`src/rtl/mbox_pkg.sv`:
```
package mbox_pkg;
  localparam int MB_BOXES  = 4;
  localparam int MB_WORDS  = 2;
  localparam int MB_SLOTS  = MB_BOXES * MB_WORDS;
  localparam int MB_ADDR_W = $clog2(MB_SLOTS);
  localparam int MB_WSEL_W = $clog2(MB_WORDS);
  localparam int MB_BOX_W  = MB_ADDR_W - MB_WSEL_W;
  localparam int MB_HALF   = MB_BOXES / 2;

  // Strobes from control to datapath: one write enable per stored word.
  typedef struct packed {
    logic [MB_SLOTS-1:0] wrSlot;
  } mbStrobe_t;

  // The lower half of the mailboxes belongs to side A, the upper half to side B.
  function automatic bit boxOwnedByB(int box);
    return box >= MB_HALF;
  endfunction
endpackage

```
`src/rtl/mbox_ctrl.sv`:
```
module mbox_ctrl
  import mbox_pkg::*;
(
  input  logic                 clk,
  input  logic                 rstN,
  input  logic                 wrEnA,
  input  logic                 rdEnA,
  input  logic [MB_ADDR_W-1:0] addrA,
  input  logic                 wrEnB,
  input  logic                 rdEnB,
  input  logic [MB_ADDR_W-1:0] addrB,
  output mbStrobe_t            strobe,
  output logic [MB_BOXES-1:0]  irqFlag
);
  logic [MB_BOX_W-1:0] boxA, boxB;
  logic [MB_BOXES-1:0] boxWritten, rxRead;

  assign boxA = addrA[MB_ADDR_W-1:MB_WSEL_W];
  assign boxB = addrB[MB_ADDR_W-1:MB_WSEL_W];

  for (genvar s = 0; s < MB_SLOTS; s++) begin : gSlot
    localparam bit OWN_B = boxOwnedByB(s / MB_WORDS);
    if (OWN_B) begin : gB
      assign strobe.wrSlot[s] = wrEnB && (addrB == MB_ADDR_W'(s));
    end else begin : gA
      assign strobe.wrSlot[s] = wrEnA && (addrA == MB_ADDR_W'(s));
    end
  end

  for (genvar b = 0; b < MB_BOXES; b++) begin : gBox
    localparam bit OWN_B = boxOwnedByB(b);
    assign boxWritten[b] = |strobe.wrSlot[b*MB_WORDS +: MB_WORDS];
    if (OWN_B) begin : gRxA
      assign rxRead[b] = rdEnA && (boxA == MB_BOX_W'(b));
    end else begin : gRxB
      assign rxRead[b] = rdEnB && (boxB == MB_BOX_W'(b));
    end

    // A write in the same cycle takes priority over the receiver's acknowledge.
    always_ff @(posedge clk or negedge rstN) begin
      if (!rstN)              irqFlag[b] <= 1'b0;
      else if (boxWritten[b]) irqFlag[b] <= 1'b1;
      else if (rxRead[b])     irqFlag[b] <= 1'b0;
    end
  end
endmodule

```
`src/rtl/mbox_data.sv`:
```
module mbox_data
  import mbox_pkg::*;
#(
  parameter int DATA_W = 16
) (
  input  logic                 clk,
  input  logic                 rstN,
  input  mbStrobe_t            strobe,
  input  logic [DATA_W-1:0]    wrDataA,
  input  logic [DATA_W-1:0]    wrDataB,
  input  logic                 rdEnA,
  input  logic [MB_ADDR_W-1:0] addrA,
  input  logic                 rdEnB,
  input  logic [MB_ADDR_W-1:0] addrB,
  output logic [DATA_W-1:0]    rdDataA,
  output logic [DATA_W-1:0]    rdDataB
);
  logic [DATA_W-1:0] store [MB_SLOTS];

  always_ff @(posedge clk or negedge rstN) begin
    if (!rstN) begin
      for (int s = 0; s < MB_SLOTS; s++) store[s] <= '0;
    end else begin
      for (int s = 0; s < MB_SLOTS; s++) begin
        if (strobe.wrSlot[s])
          store[s] <= boxOwnedByB(s / MB_WORDS) ? wrDataB : wrDataA;
      end
    end
  end

  assign rdDataA = rdEnA ? store[addrA] : '0;
  assign rdDataB = rdEnB ? store[addrB] : '0;
endmodule

```
`src/rtl/mbox_bank.sv`:
```
module mbox_bank
  import mbox_pkg::*;
#(
  parameter int DATA_W = 16
) (
  input  logic                 clk,
  input  logic                 rstN,
  input  logic                 wrEnA,
  input  logic                 rdEnA,
  input  logic [MB_ADDR_W-1:0] addrA,
  input  logic [DATA_W-1:0]    wrDataA,
  output logic [DATA_W-1:0]    rdDataA,
  input  logic                 wrEnB,
  input  logic                 rdEnB,
  input  logic [MB_ADDR_W-1:0] addrB,
  input  logic [DATA_W-1:0]    wrDataB,
  output logic [DATA_W-1:0]    rdDataB,
  output logic [MB_HALF-1:0]   irqToA,
  output logic [MB_HALF-1:0]   irqToB
);
  mbStrobe_t           strobe;
  logic [MB_BOXES-1:0] irqFlag;

  mbox_ctrl uCtrl (
    .clk(clk), .rstN(rstN),
    .wrEnA(wrEnA), .rdEnA(rdEnA), .addrA(addrA),
    .wrEnB(wrEnB), .rdEnB(rdEnB), .addrB(addrB),
    .strobe(strobe), .irqFlag(irqFlag)
  );

  mbox_data #(.DATA_W(DATA_W)) uData (
    .clk(clk), .rstN(rstN), .strobe(strobe),
    .wrDataA(wrDataA), .wrDataB(wrDataB),
    .rdEnA(rdEnA), .addrA(addrA), .rdEnB(rdEnB), .addrB(addrB),
    .rdDataA(rdDataA), .rdDataB(rdDataB)
  );

  // Side B receives from the A-owned lower half; side A receives from the upper half.
  assign irqToB = irqFlag[MB_HALF-1:0];
  assign irqToA = irqFlag[MB_BOXES-1:MB_HALF];
endmodule

```
`config.mk`:
```
export PLATFORM = sky130hd
export DESIGN_NAME = mbox_bank
export DESIGN_NICKNAME = d
export VERILOG_FILES = /design/src/rtl/mbox_pkg.sv /design/src/rtl/mbox_ctrl.sv /design/src/rtl/mbox_data.sv /design/src/rtl/mbox_bank.sv
export SDC_FILE = /design/constraint.sdc
export NUM_CORES = 1
export LEC_CHECK = 0
export ABC_AREA = 1
export ABC_CLOCK_PERIOD_IN_PS = 1400
export BUFFER_PORTS_ARGS = -buffer_cell sky130_fd_sc_hd__buf_2
export CAP_MARGIN = 40
export CORE_ASPECT_RATIO = 0.6
export CORE_UTILIZATION = 35
export DETAILED_ROUTE_END_ITERATION = 12
export GPL_TIMING_DRIVEN = 0
export PLACE_DENSITY = 0.59
export SLEW_MARGIN = 10
export SYNTH_ARGS = -nofsm -noshare
export SYNTH_HDL_FRONTEND = slang
export SYNTH_SLANG_ARGS = --single-unit
```
`constraint.sdc`:
```
create_clock -name clk -period 1.4 [get_ports clk]
set_input_delay 0.35 -clock clk [delete_from_list [all_inputs] [get_ports clk]]
set_output_delay 0.35 -clock clk [all_outputs]
set_load 0.005 [all_outputs]
```
==> flow_metrics.py <==
metrics = {
    "global_route": {
        "grt-busiest-layer": "met1",
        "grt_use_total_pct": 28.5,
        "grt_pass1_vias": 7474,
        "grt_pass1_wl_um": 44300,
        "use_met3_pct": 9.21,
        "met2_usage_pct": 38.4,
        "grt_max_degree": 71,
        "gr-usage-met1_pct": 42.6,
        "grt_antenna_before_repair": 0,
        "overflow": 0,
    },
    "logic_synthesis": {
        "syn_area_um2": 7210,
        "ys_warn_count": 0,
        "synth.top_cells.by_count": "nand2_1 (511), dfrtp_1 (132), o21ai_1 (99)",
        "yosysTopAreaCellShare_pct": 45.8,
        "syn-num-nets": 1102,
        "synth_top_area_cell": "dfrtp_1",
        "syn-mean-instance-area_um2": 6.82,
        "synthTopCellsByArea": "dfrtp_1 (46%), nand2_1 (27%), o21ai_1 (6.9%)",
        "yosys_register_bits": 132,
        "synthArstFlopShare_pct": 100,
        "synth.most_common_cell": "nand2_1",
        "synth.distinct_cells": 18,
        "seq_area_frac_synth_pct": 45.8,
        "synthFlopType": "dfrtp_1",
        "synthCells": 1058,
        "synth_edf_count": 0,
    },
    "timing": {
        "min_period_ps": 1840,
        "tightest_slew_ps": 618,
        "clock.fmax_ghz": 0.545,
        "finClkSkew_ps": 0,
        "hold_viol": 0,
        "hold_ws_ps": 132,
        "final.setup.worst_slack_ps": -435,
        "setup_viol": 33,
        "rsz0062_at_grt": "true",
        "finalCritPeriodShare_pct": 131,
        "slew_headroom_pct": 58.8,
        "drv_slew": 0,
    },
    "clock_tree": {
        "cts_tree": "yes",
        "cts_root_buf": "clkbuf_16",
        "insertion_delay_ps": 440,
        "cts_sinks": 132,
        "cts.path.max_buffers": 2,
        "htreeDepth": 4,
        "cts.clk_slew.worst_paths_ps": 60,
        "cts_buffers": 17,
    },
    "drt": {
        "viasPerCell": 5.31,
        "first_pass_iters": 5,
        "avgRoutedWirePerCell_um": 19.6,
        "vias": 7959,
        "drc": 0,
        "routed_wl_um": 29300,
        "drtIter0Drc": 940,
        "antenna_left": 0,
    },
    "power_and_ir_drop": {
        "p_leak_nw": 4.95,
        "vdd_ir_drop_max_v": 0.000952,
        "totalPowerFinal_mw": 13.1,
        "power_density_nw_per_um2": 1360,
    },
    "die": {
        "coreArea_um2": 20100,
        "die_w_um": 187,
        "pin_count": 80,
        "dieArea_um2": 21200,
        "start_util_pct": 35.9,
        "rows": 40,
        "die_height_um": 113,
    },
    "final_layout": {
        "diodes": 0,
        "utilization_pct": 47.8,
        "area_growth_pct": 33.2,
        "final_nets": 1256,
        "drive_gt1_share_pct": 26.5,
    },
    "outcome": {
        "violations": "negative setup slack",
        "outcome": "finished with violations",
    },
    "setup_path": {
        "rr_worst_depth": 11,
        "crit_arrival_ps": 1490,
        "crit_path_max_fanout": 3,
        "crit_path_start_kind": "register",
        "required_ps": 1050,
        "critPathCaptureType": "output port",
        "crit_type": "register to output port",
    },
    "placed_design": {
        "place_congestion": 0.914,
        "portBuffers": 76,
        "dp_slack_ps": -834,
        "dp_hpwl_um": 19500,
    },
    "worst_hold_path": {
        "worstHoldPathCells": 3,
        "hold_path_class": "input pin to register",
    },
    "run": {
        "drv_cap": 0,
    },
}
metrics by stage:
step           setup TNS, ps  cells  cell area (µm²)
6_report              -11230   1498             9610
5_1_grt               -13270   1498             9610
4_1_cts               -10830   1484             9380
3_5_place_dp          -51350   1408             8080
3_3_place_gp         -302720   1407             8040
2_1_floorplan              0   1058             7320
state kept, by name (all words and copies together) (netlist names):
| name | cells |
|---|---|
| uData.store | 128 |
| uCtrl.irqFlag | 4 |
layer usage:
metal | vias up | share of wire, %
met5 | - | 0
met4 | 0 | 1.9
met3 | 50 | 13
met2 | 498 | 39
met1 | 3752 | 46
li1 | 3659 | -
what timing repair did:
action	4_1_cts	5_1_grt
endpoints found under the hold margin	69	0
hold buffers	1	0
gates cloned	1	0
pin swaps	111	49
resized for setup	109	50
buffers inserted	42	14
endpoints found under the setup margin	46	48
logic make-up after synthesis:
| kind of cell | count (synthesis) | share of synthesized area [%] |
|---|---|---|
| DFF | 132 | 45.8 |
| buffers and inverters | 126 | 7.61 |
| and+or+nand+nor | 637 | 35.3 |
| AOI/OAI and AO/OA | 163 | 11.3 |
cell usage in the layout, fill, tap and decap left out, types with 2 or more instances in the layout:
master and instances:
nor2_1 27, clkinvlp_4 4, nand3_2 11, inv_2 15
buf_6 28, nor2_2 21, bufinv_16 4, buf_8 4
clkbuf_2 4, inv_4 7, a21oi_1 12, inv_6 2
o21ai_2 5, nand2_1 485, clkinv_2 2, buf_12 6
buf_2 96, inv_1 44, clkbuf_8 5, clkbuf_16 17
nand4_1 16, nand2_2 27, o21ai_0 42, nor2_4 8
o21ai_1 100, nand3_1 40, a21oi_2 3, dfrtp_1 132
buf_4 48, clkbuf_4 3
final cells by class:
class | instances | area [µm²]
plain buffers | 59 | 500
clock buffers | 20 | 457
clock inverters | 12 | 178
fillers | 2051 | 10500
inverters | 67 | 274
multi-input cells | 800 | 3600
flip-flops and latches | 132 | 3300
well taps | 273 | 342
repair buffers | 135 | 957
path summary, 6_finish.rpt:
| kind | from | endpoint | slack, ps |
|---|---|---|---|
| setup reg to reg | uData.store[3] | uData.store[3] | -90 |
| min in group asynchronous | rstN | uData.store[86] | 480 |
| hold / removal | wrDataB[6] | uData.store[6] | 130 |
| hold reg to reg | uData.store[60] | uData.store[60] | 500 |
| max in group asynchronous | rstN | uData.store[0] | 170 |
| setup / recovery | uData.store[127] | rdDataA[15] | -440 |
report_power, final:
group | switching, mW | total (mW) | internal, mW
registers | 0.620 | 5.16 | 4.54
logic | 1.70 | 3.03 | 1.33
clock network | 1.84 | 4.91 | 3.07
critical path: stages (launching register included):
cell     delay (ps)
dfrtp_1         390
nand2_1          70
nand2_1          60
nand2_1          40
nand3_1          90
nand2_1          80
nor2_2          170
buf_2           150
No activity file was read; power rests on OpenSTA's default activity.
